### src/rtl/regbank_pkg.sv
package regbank_pkg;
    localparam int BYTE_W = 8;
    typedef logic [BYTE_W-1:0] byte_t;
endpackage

### src/rtl/regbank_edge_sync.sv
// Brings an asynchronous level into the clock domain and flags its rising edge for one cycle.
module regbank_edge_sync #(
    parameter int STAGES = 2
) (
    input  logic clk,
    input  logic rst_n,
    input  logic async_lvl,
    output logic rise
);
    typedef struct packed {
        logic [STAGES-1:0] chain;
        logic              last;
    } sync_st_t;

    sync_st_t s_d, s_q;

    always_comb begin
        s_d       = s_q;
        s_d.chain = {s_q.chain[STAGES-2:0], async_lvl};
        s_d.last  = s_q.chain[STAGES-1];
    end

    always_ff @(posedge clk or negedge rst_n) begin
        if (!rst_n) s_q <= '0;
        else        s_q <= s_d;
    end

    assign rise = s_q.chain[STAGES-1] & ~s_q.last;
endmodule

### src/rtl/regbank_ctrl_file.sv
// Physical control registers, every bit presented in parallel.
module regbank_ctrl_file
    import regbank_pkg::*;
#(
    parameter int NUM_CTRL = 48,
    parameter int ADDR_W   = 6
) (
    input  logic                       clk,
    input  logic                       rst_n,
    input  logic                       we,
    input  logic [ADDR_W-1:0]          addr,
    input  byte_t                      wdata,
    output logic [NUM_CTRL*BYTE_W-1:0] bits
);
    typedef struct packed {
        logic [NUM_CTRL-1:0][BYTE_W-1:0] regs;
    } ctrl_st_t;

    ctrl_st_t c_d, c_q;

    always_comb begin
        c_d = c_q;
        for (int i = 0; i < NUM_CTRL; i++) begin
            if (we && (int'(addr) == i)) c_d.regs[i] = wdata;
        end
    end

    always_ff @(posedge clk or negedge rst_n) begin
        if (!rst_n) c_q <= '0;
        else        c_q <= c_d;
    end

    assign bits = c_q.regs;
endmodule

### src/rtl/regbank_shadow_ram.sv
// Shadow copy: host port for control slots, hardwired status port per status slot.
module regbank_shadow_ram
    import regbank_pkg::*;
#(
    parameter int NUM_CTRL = 48,
    parameter int NUM_STAT = 8,
    parameter int ADDR_W   = 6
) (
    input  logic                       clk,
    input  logic                       rst_n,
    input  logic                       host_we,
    input  logic [ADDR_W-1:0]          host_addr,
    input  byte_t                      host_data,
    input  logic [NUM_STAT-1:0]        st_upd,
    input  logic [NUM_STAT*BYTE_W-1:0] st_data,
    input  logic [ADDR_W-1:0]          rd_addr,
    output byte_t                      rd_data
);
    localparam int DEPTH = NUM_CTRL + NUM_STAT;

    typedef struct packed {
        logic [DEPTH-1:0][BYTE_W-1:0] mem;
    } ram_st_t;

    ram_st_t m_d, m_q;

    always_comb begin
        m_d = m_q;
        // host port first
        for (int i = 0; i < DEPTH; i++) begin
            if (host_we && (int'(host_addr) == i)) m_d.mem[i] = host_data;
        end
        // status port last, so it takes the word on a collision
        for (int k = 0; k < NUM_STAT; k++) begin
            if (st_upd[k]) m_d.mem[NUM_CTRL+k] = st_data[k*BYTE_W +: BYTE_W];
        end
    end

    always_ff @(posedge clk or negedge rst_n) begin
        if (!rst_n) m_q <= '0;
        else        m_q <= m_d;
    end

    always_comb begin
        rd_data = '0;
        for (int i = 0; i < DEPTH; i++) begin
            if (int'(rd_addr) == i) rd_data = m_q.mem[i];
        end
    end
endmodule

### src/rtl/regbank_shadow.sv
module regbank_shadow
    import regbank_pkg::*;
#(
    parameter int NUM_CTRL    = 48,
    parameter int NUM_STAT    = 8,
    parameter int ADDR_W      = 6,
    parameter int SYNC_STAGES = 2
) (
    input  logic                       clk,
    input  logic                       rst_n,
    input  logic [ADDR_W-1:0]          host_addr,
    input  logic                       host_cs,
    input  logic                       host_wr,
    input  logic                       host_rd,
    input  logic [BYTE_W-1:0]          host_wdata,
    output logic [BYTE_W-1:0]          host_rdata,
    output logic [NUM_CTRL*BYTE_W-1:0] ctrl_bits,
    input  logic [NUM_STAT-1:0]        stat_upd,
    input  logic [NUM_STAT*BYTE_W-1:0] stat_data
);
    localparam int MAP_END = NUM_CTRL + NUM_STAT;

    typedef struct packed {
        byte_t rdata;
    } top_st_t;

    top_st_t t_d, t_q;

    logic  wr_fire;
    logic  rd_fire;
    logic  ctrl_hit;
    logic  mapped;
    byte_t ram_rd;

    regbank_edge_sync #(.STAGES(SYNC_STAGES)) u_wr_sync (
        .clk       (clk),
        .rst_n     (rst_n),
        .async_lvl (host_cs & host_wr),
        .rise      (wr_fire)
    );

    regbank_edge_sync #(.STAGES(SYNC_STAGES)) u_rd_sync (
        .clk       (clk),
        .rst_n     (rst_n),
        .async_lvl (host_cs & host_rd),
        .rise      (rd_fire)
    );

    assign ctrl_hit = int'(host_addr) < NUM_CTRL;
    assign mapped   = int'(host_addr) < MAP_END;

    regbank_ctrl_file #(.NUM_CTRL(NUM_CTRL), .ADDR_W(ADDR_W)) u_ctrl (
        .clk   (clk),
        .rst_n (rst_n),
        .we    (wr_fire & ctrl_hit),
        .addr  (host_addr),
        .wdata (host_wdata),
        .bits  (ctrl_bits)
    );

    regbank_shadow_ram #(.NUM_CTRL(NUM_CTRL), .NUM_STAT(NUM_STAT), .ADDR_W(ADDR_W)) u_ram (
        .clk       (clk),
        .rst_n     (rst_n),
        .host_we   (wr_fire & ctrl_hit),
        .host_addr (host_addr),
        .host_data (host_wdata),
        .st_upd    (stat_upd),
        .st_data   (stat_data),
        .rd_addr   (host_addr),
        .rd_data   (ram_rd)
    );

    always_comb begin
        t_d = t_q;
        if (rd_fire) t_d.rdata = mapped ? ram_rd : '0;
    end

    always_ff @(posedge clk or negedge rst_n) begin
        if (!rst_n) t_q <= '0;
        else        t_q <= t_d;
    end

    assign host_rdata = t_q.rdata;
endmodule

### config.mk
export PLATFORM = sky130hd
export DESIGN_NAME = regbank_shadow
export DESIGN_NICKNAME = d
export VERILOG_FILES = /design/src/rtl/regbank_pkg.sv /design/src/rtl/regbank_edge_sync.sv /design/src/rtl/regbank_ctrl_file.sv /design/src/rtl/regbank_shadow_ram.sv /design/src/rtl/regbank_shadow.sv
export SDC_FILE = /design/constraint.sdc
export NUM_CORES = 1
export LEC_CHECK = 0
export CAP_MARGIN = 20
export CORE_MARGIN = 5
export CORE_UTILIZATION = 55
export CTS_BUF_LIST = sky130_fd_sc_hd__clkbuf_4
export CTS_CLUSTER_DIAMETER = 40
export DETAILED_ROUTE_END_ITERATION = 6
export PLACE_DENSITY = 0.92
export SYNTH_ARGS = -nofsm -noshare
export SYNTH_HDL_FRONTEND = slang
export SYNTH_SLANG_ARGS = --single-unit
### constraint.sdc
create_clock -name clk -period 4.7 [get_ports clk]
set_input_delay 0.94 -clock clk [delete_from_list [all_inputs] [get_ports clk]]
set_output_delay 0.94 -clock clk [all_outputs]
set_load 0.05 [all_outputs]
==> flow_summary.json <==
{
  "avgSynthCellArea_um2": 11.30,
  "path_class": "in2reg",
  "synth_top_cell_by_area": "dfrtp_1",
  "yosysWarnings": 0,
  "setup_violations": 0,
  "port_buffers": 482,
  "grt_overflow_total": 0,
  "synthMostInstantiatedCell": "mux2_2",
  "die_x_um": 226.9,
  "grt_max_degree": 115,
  "vias": 20454,
  "cpMostUsedCell": "o21ai_1",
  "status": "finished, violations left",
  "nNetsFinal": 2496,
  "fmax_ghz": 0.2814,
  "fin_cells": 3088,
  "ctsResizeCount": 0,
  "ys.flop_type": "dfrtp_1",
  "async_flop_share": 1.000,
  "crit_end": "host_rdata[5]",
  "dr_wl_met3_um": 11410,
  "fillers": 3431,
  "ys_types": 85,
  "io_pins": 483,
  "grt_pass1_vias": 20716,
  "startpoint_type": "input port",
  "syn_inst": 2290,
  "leakage_nw": 13.35,
  "timing.final.crit_share": 0.7560,
  "synth_top_area_share": 0.4468,
  "gp_congestion": 0.9734,
  "path_max_fanout": 18,
  "drv_slew": 0,
  "drtIter0Drc": 2763,
  "core_area_um2": 46560,
  "worst_path_max_delay_cell": "clkdlybuf4s50_1",
  "syn-num-nets": 2381,
  "insertion_delay_ps": 900,
  "fin_worst_skew_ps": 53.98,
  "die_y_um": 226.9,
  "std_cell_rows": 79,
  "critPathMaxStageDelay_ps": 690,
  "reg2reg_depth": 8,
  "finalHoldViolations": 0,
  "crit_path_start": "host_addr[4]",
  "root_buffer": "clkbuf_4",
  "synth_common_cells": "mux2_2 (471), dfrtp_1 (462), buf_4 (398), nand2_1 (118), a21oi_1 (96)",
  "via_per_inst": 6.624,
  "area_growth_pct": 15.28,
  "maxCapViolations": 0,
  "highest_layer": "met5",
  "dieArea_um2": 51480,
  "wl_per_cell_um": 31.03,
  "min_period_ps": 3553,
  "power_w": 0.01005,
  "routed_wl_um": 95830,
  "grt_usage": 0.3600,
  "hpwl_um": 67830,
  "wl_met2_um": 44500,
  "critPathCaptureType": "register",
  "clockBufferDepth": 3,
  "cts_tree": "built",
  "synth-edff-count": 0,
  "cp_data_arrival_time_ps": 4320,
  "p_per_area_nw_per_um2": 336.8,
  "hp-class": "in2async",
  "relSlewSlack": 0.2144,
  "place_inst": 2889,
  "antenna_left": 0,
  "path_clk_slew_ps": 70,
  "drtPass1Iterations": 7,
  "clock_sinks": 462,
  "rsz0062_at_grt": "false",
  "drc": 2,
  "r2r_slack_ps": 1760,
  "wl_met1_um": 34440,
  "synthTopCellsByArea": "dfrtp_1 (45%), mux2_2 (20%), buf_4 (12%)",
  "regArea_um2": 11560,
  "reg2reg_from": "u_ram.m_q[14]",
  "cts_buffers": 118,
  "worst_r2r_endpoint": "host_rdata[6]",
  "path_cells": "clkdlybuf4s50_1 -> buf_4 -> and4bb_2 -> o21ai_1 -> o21ai_1 -> o22ai_1 -> or4_1 -> nor2_1 -> o21ai_1",
  "htree_num_levels": 3,
  "worstPathRequired_ps": 5460,
  "antenna_found_initial": 6,
  "drive_above_1_share": 0.3153,
  "yosys_register_bits": 462,
  "syn_area_um2": 25870,
  "start_util": 0.5558,
  "worst_slew_pin_slew_ps": 1178,
  "grt_first_pass_wirelength_um": 139000,
  "holdBufCountCts": 0,
  "vdd_drop_max_v": 0.0002370,
  "failed_checks": "DRC",
  "multi_input_area_um2": 10570,
  "ys_seq_area_frac": 0.4468,
  "post_cts_buffers": 0
}
==> state kept, by name (all words and copies together) (netlist names) <==
| register | flops |
|---|---|
| u_ctrl.bits | 80 |
| u_ram.m_q | 368 |
| u_rd_sync.s_q | 1 |
| host_rdata | 8 |
| u_wr_sync.s_d | 2 |
| u_rd_sync.s_d | 2 |
| u_wr_sync.s_q | 1 |
==> cells in the final DEF (no fill, tap or decap), types with 12 or more instances in the layout <==
cell / Yosys / final
dfrtp_1: 462 / 462
nand3_1: 39 / 39
buf_2: 66 / 12
mux4_2: 16 / 16
mux2i_1: 46 / 46
nor2_1: 50 / 50
o22ai_1: 21 / 21
o211ai_1: 16 / 16
a221oi_1: 19 / 19
clkdlybuf4s50_1: 0 / 468
o221ai_1: 12 / 12
a22oi_1: 18 / 18
o21ai_0: 95 / 95
clkbuf_4: 0 / 175
buf_4: 398 / 55
mux2_2: 471 / 471
clkinv_1: 0 / 12
buf_12: 0 / 13
nor3_1: 22 / 22
a31oi_1: 18 / 18
a21oi_1: 96 / 96
nand2_1: 118 / 118
==> worst max-delay path: cells and delay by family <==
kind	cells	cell delay, ps
compound gates	4	740
simple gates	3	1590
buf+inv	2	1040
==> metal layers <==
| metal | up-vias | GRT usage |
|---|---|---|
| met5 | - | 0 |
| met4 | 6 | 0.1675 |
| met3 | 410 | 0.1093 |
| met2 | 1701 | 0.5767 |
| met1 | 10141 | 0.4511 |
| li1 | 8196 | - |
==> kinds of logic after synthesis <==
| kind of cell | count (synthesis) | share of synthesized area |
|---|---|---|
| AO/OA/AOI/OAI | 403 | 0.1026 |
| multiplexers | 533 | 0.2367 |
| AND/OR/NAND/NOR | 326 | 0.06799 |
| flip-flops | 462 | 0.4468 |
| buffers and inverters | 566 | 0.1459 |
==> per-stage QoR <==
stage / worst slack (ps) / instance area, um^2 / TNS, ps / hold WS, ps / utilization
2_1_floorplan: 1970 / 25870 / 0 / 331.2 / -
5_1_grt: 1120 / 29830 / 0 / 174.7 / 0.6407
3_3_place_gp: -44.83 / 28280 / -44.83 / 336.9 / 0.6075
3_5_place_dp: 375.9 / 28330 / 0 / 341.8 / 0.6085
4_1_cts: 1323 / 29760 / 0 / 142.4 / 0.6392
6_report: 1147 / 29830 / 0 / 162.3 / 0.6407
==> power by group <==
part,total (W),switching [W],internal [W]
logic,0.00214,0.00140,0.000739
clock network,0.00342,0.00165,0.00178
registers,0.00448,0.000260,0.00422
total,0.0100,0.00331,0.00674
==> area by class of cell <==
cell class | count | area share
flip-flops and latches | 462 | 0.3876
multi-input cells | 1262 | 0.3544
repair buffers | 551 | 0.1830
clock buffers | 175 | 0.04404
well taps | 607 | 0.02546
clock inverters | 17 | 0.003943
inverters | 10 | 0.001258
diodes | 4 | 0.0003356
==> worst min-delay path by stage <==
stage | from | cells past startpoint | slack [ps] | end
finish | rst_n | 1 | 160 | u_ram.m_q[415]
global route | rst_n | 1 | 170 | u_ram.m_q[415]
CTS | rst_n | 1 | 140 | u_ctrl.bits[375]
detailed placement | u_wr_sync.s_d[2] | 0 | 340 | u_wr_sync.s_d[0]
global placement | u_wr_sync.s_d[2] | 0 | 340 | u_wr_sync.s_d[0]
floorplan | u_rd_sync.s_d[2] | 0 | 330 | u_rd_sync.s_d[0]
Note: power is estimated with default switching activity, not from simulation.
